`src/rtl/sync_shift_path.sv`:
```
module sync_shift_path #(
  parameter int STOP_BIT = 7
) (
  input  logic       clk,
  input  logic       rst_n,
  input  logic       sclk,
  input  logic       si,
  output logic       so,
  input  logic       host_wr,
  input  logic       host_rd,
  input  logic [1:0] host_addr,
  input  logic [7:0] host_wdata,
  output logic [7:0] host_rdata,
  output logic       busy,
  output logic       done,
  output logic       acc_err
);
  localparam int BYTE_BITS = 8;
  localparam int WORD_BITS = 2 * BYTE_BITS;
  localparam int CW = $clog2(WORD_BITS + 1);

  logic [BYTE_BITS-1:0] lo_q, up_q, ckstp_q;
  logic [CW-1:0]        cnt_q;
  logic mode_q, busy_q, done_q, err_q, so_q, sclk_q;

  wire run      = ckstp_q[STOP_BIT];
  wire sc_rise  = sclk & ~sclk_q;
  wire sc_fall  = ~sclk & sclk_q;
  wire wr_lo    = host_wr && host_addr == 2'd0;
  wire wr_up    = host_wr && host_addr == 2'd1;
  wire wr_ctl   = host_wr && host_addr == 2'd2;
  wire wr_ck    = host_wr && host_addr == 2'd3;
  wire start    = wr_ctl && host_wdata[1] && !busy_q && run;
  wire shift    = busy_q && run && sc_rise;
  wire lo_top   = mode_q ? up_q[0] : si;

  always_ff @(posedge clk) begin
    if (shift) begin
      lo_q <= {lo_top, lo_q[BYTE_BITS-1:1]};
      if (mode_q) up_q <= {si, up_q[BYTE_BITS-1:1]};
    end else if (!busy_q) begin
      if (wr_lo) lo_q <= host_wdata;
      if (wr_up) up_q <= host_wdata;
    end
  end

  always_ff @(posedge clk or negedge rst_n) begin
    if (!rst_n) begin
      ckstp_q <= '1;
      mode_q  <= 1'b0;
      busy_q  <= 1'b0;
      done_q  <= 1'b0;
      err_q   <= 1'b0;
      so_q    <= 1'b1;
      sclk_q  <= 1'b1;
      cnt_q   <= '0;
    end else begin
      sclk_q <= sclk;
      done_q <= 1'b0;
      err_q  <= busy_q && (host_wr || host_rd) && !host_addr[1];
      if (wr_ck) ckstp_q <= host_wdata;
      if (wr_ctl && !busy_q) mode_q <= host_wdata[0];
      if (busy_q && run && sc_fall) so_q <= lo_q[0];
      if (start) begin
        busy_q <= 1'b1;
        cnt_q  <= host_wdata[0] ? CW'(WORD_BITS) : CW'(BYTE_BITS);
      end else if (shift) begin
        cnt_q <= cnt_q - 1'b1;
        if (cnt_q == CW'(1)) begin
          busy_q <= 1'b0;
          done_q <= 1'b1;
        end
      end
    end
  end

  always_comb begin
    case (host_addr)
      2'd0:    host_rdata = lo_q;
      2'd1:    host_rdata = up_q;
      2'd2:    host_rdata = {busy_q, 6'b0, mode_q};
      default: host_rdata = ckstp_q;
    endcase
  end

  assign so      = so_q;
  assign busy    = busy_q;
  assign done    = done_q;
  assign acc_err = err_q;
endmodule

```
`config.mk`:
```
export PLATFORM = sky130hd
export DESIGN_NAME = sync_shift_path
export DESIGN_NICKNAME = d
export VERILOG_FILES = /design/src/rtl/sync_shift_path.sv
export SDC_FILE = /design/constraint.sdc
export NUM_CORES = 1
export LEC_CHECK = 0
export BUFFER_PORTS_ARGS = -buffer_cell sky130_fd_sc_hd__buf_2
export CAP_MARGIN = 20
export CORE_AREA = 2 2 59 61
export CTS_CLUSTER_SIZE = 10
export DETAILED_ROUTE_END_ITERATION = 6
export DIE_AREA = 0 0 61 63
export PLACE_DENSITY = 0.75
export SYNTH_ARGS = -nofsm -noshare
export SYNTH_HDL_FRONTEND = slang
export SYNTH_SLANG_ARGS = --single-unit
```
`constraint.sdc`:
```
create_clock -name clk -period 2.4 [get_ports clk]
set_clock_uncertainty 0.2 [all_clocks]
set_input_delay 0.12 -clock clk [delete_from_list [all_inputs] [get_ports clk]]
set_output_delay 0.12 -clock clk [all_outputs]
set_load 0.05 [all_outputs]
```
==> flow_metrics.tcl <==
set metrics [dict create \
    status "complete, no violations" \
    gp_congestion 0.855 \
    cpMostUsedCell "dlygate4sd3_1" \
    power_switching_w 0.000628 \
    grt-ovfl-total 0 \
    min_period_ns 2.05 \
    grt_pass1_wl_mm 5.94 \
    start_util_pct 51.8 \
    yosys_warnings 0 \
    r2r_slack_ns 0.48 \
    worstSetupPathType "in2reg" \
    worstSetupEndpointType "flip-flop" \
    routed_wl_mm 3.57 \
    yosys.area.top_type_share_pct 28.7 \
    drv_slew 0 \
    grt.total_usage_pct 21.3 \
    clkLatencyLatePin_ns 0.34 \
    ff2ff_path_depth 2 \
    netlist_top_cells_count "nand2_1, edfxtp_1, dfstp_2, mux2_2" \
    cts.htree.levels 2 \
    syn_area_sq_um 1670 \
    avgRoutedWirePerCell_microns 14.7 \
    drc 0 \
    via_per_inst 5.30 \
    avgSynthCellArea_sq_um 11.2 \
    cts_buffer_depth 2 \
    cap_violations 0 \
    grt_pass1_vias 1254 \
    synth_cell_types 33 \
    swShare_pct 36.1 \
    synth.largest_area_cell "edfxtp_1" \
    portBuffers 27 \
    grt_max_degree 20 \
    syn2layout_area_growth_pct 22.6 \
    seq_area_sq_um 968 \
    p_per_area_nw_per_um2 849 \
    fin_setup_tns_ns 0 \
    period_share_pct 85.6 \
    relSlewSlack_pct 71.0 \
    route.layer.met1.wl_mm 1.53 \
    synth_fp_nets 168 \
    seq_power_share_pct 51.2 \
    dpl_cell_area_sq_um 1860 \
    fin_nets 213 \
    cts-buffers-inserted 5 \
    met3_length_microns 199 \
    final_hold_viol_count 0 \
    synth_seq_cells 35 \
    path_clk_slew_ns 0.10 \
    multiInputGateArea_sq_um 666 \
    ctsRootBufferMaster "clkbuf_4" \
    maxUsedRoutingLayer "met4" \
    tightest_slew_ns 0.432 \
    rows 21 \
    p_leak_nw 0.912 \
    layout-drive-gt1-share_pct 29.1 \
    fp.coreArea_sq_um 3230 \
    syn_inst 150 \
    p_int_w 0.00111 \
    max_freq_mhz 487 \
    diodes 0 \
    die_w_microns 61 \
    p_clk_share_pct 17.4 \
    met2_length_mm 1.79 \
    synth.most_common_cell "nand2_1" \
    r2r-end "up_q[7]" \
    crit_slowest_cell "dlygate4sd3_1" \
    crit_required_ns 2.48 \
    drtAntennaViolNets 0 \
    synthFlopType "edfxtp_1" \
    nFillCells 280 \
    ios 28 \
    dieHeight_microns 63 \
    max_stage_delay_ns 0.58 \
    clock_sinks 35 \
    synth_edf_count 16 \
    critPathMaxFanout 1 \
    vias 1283 \
    first_iter_violations 45 \
    drtPass1Iterations 5 \
    crit_arrival_ns 2.13 \
    hpwl_mm 2.46 \
    hp-class "in2async" \
    peakVddDrop_mv 0.458 \
    ys_seq_area_share_pct 57.9 \
    r2r_start "ckstp_q[7]" \
    yosys-top-cells-area "edfxtp_1, dfstp_2, dfrtp_1" \
    setup_viol 0 \
    cts_tree "yes" \
    antenna_found_initial 0 \
    power.share.combinational_pct 31.4 \
    critPathLaunchType "primary input" \
    rsz0062_at_grt "no" \
    crit_chain "dlygate4sd3_1, buf_2, nor2_1, dlygate4sd3_1, nor3b_1, dlygate4sd3_1" \
    synth_async_sr_flop_share_pct 54.3 \
    final_area_sq_um 2050 \
    dieArea_sq_um 3840 \
]
-- per-layer routing --
metal / GRT usage, % / vias up
met3: 5.80 / 5
met1: 29.2 / 627
met5: 0 / -
li1: - / 613
met4: 7.07 / 0
met2: 32.4 / 38
-- how the worst max path moves through the flow --
stage	slack, ns	endpoint	startpoint
floorplan	0.27	lo_q[0]	busy
global placement	0.56	up_q[4]	ckstp_q[7]
detailed placement	0.50	up_q[5]	ckstp_q[7]
CTS	0.45	acc_err	host_rd
global route	0.30	acc_err	host_rd
finish	0.35	acc_err	host_rd
-- registers in the layout, indices dropped and copies added (netlist names), 5 cells and up --
| signal | count |
|---|---|
| cnt_q | 5 |
| lo_q | 8 |
| ckstp_q | 8 |
| up_q | 8 |
-- metrics by stage --
stage	hold WS, ns	std cells	util (%)	setup slack, ns	power [W]
floorplan	-0.376	150	-	0.268	0.00128
global placement	-0.119	220	57.6	0.556	0.00140
detailed placement	-0.112	220	57.6	0.497	0.00142
CTS	0.0636	242	63.5	0.447	0.00175
global route	0.0773	242	63.5	0.299	0.00185
finish	0.0497	242	63.5	0.347	0.00174
-- power by group through the flow --
| stage | registers, W | logic, W | clock network [W] |
|---|---|---|---|
| 2_1_floorplan | 0.000951 | 0.000330 | 0 |
| 3_3_place_gp | 0.000893 | 0.000507 | 0 |
| 3_5_place_dp | 0.000900 | 0.000524 | 0 |
| 4_1_cts | 0.000891 | 0.000548 | 0.000306 |
| 5_1_grt | 0.000908 | 0.000603 | 0.000341 |
| 6_report | 0.000891 | 0.000547 | 0.000303 |
-- logic make-up after synthesis --
kind of cell             count (synthesis)  synth area share (%)
flip-flops                              35                  57.9
adder cells (fa/ha/maj)                  2                  1.50
multiplexers                            19                  13.8
XOR/XNOR                                 1                 0.524
buffers and inverters                    9                  2.32
AO/OA/AOI/OAI                           17                  6.21
AND/OR/NAND/NOR                         67                  17.7
-- layout by cell type (no fill, tap or decap), types with 2 or more instances in the layout --
cell,instances
buf_4,3
nand4b_1,2
nor2_1,6
clkbuf_1,2
ha_1,2
inv_1,3
dlygate4sd3_1,14
dfrtp_1,9
and2_1,2
mux2_2,10
mux2i_1,7
clkbuf_4,5
buf_2,27
o21ai_0,9
nand2_1,49
dfstp_2,10
edfxtp_1,16
-- worst max-delay path: cells and delay by family --
family        cells  cell delay (ns)
simple gates      2             0.25
buf+inv           4             1.75
-- repair_timing --
action | 4_1_cts | 5_1_grt
gates resized for setup | 0 | 0
endpoints found under the hold margin | 49 | 0
setup endpoints to repair | 0 | 0
hold buffers | 14 | 0
setup buffers | 0 | 0
-- cell type report --
class	instances	share of cell area [%]
Clock buffer	7	2.20
Tap cell	46	2.81
Timing Repair Buffer	44	14.5
Clock inverter	1	0.244
Multi-Input combinational cell	106	32.5
Inverter	3	0.549
Sequential cell	35	47.2
Note: power is estimated with default switching activity, not from simulation.
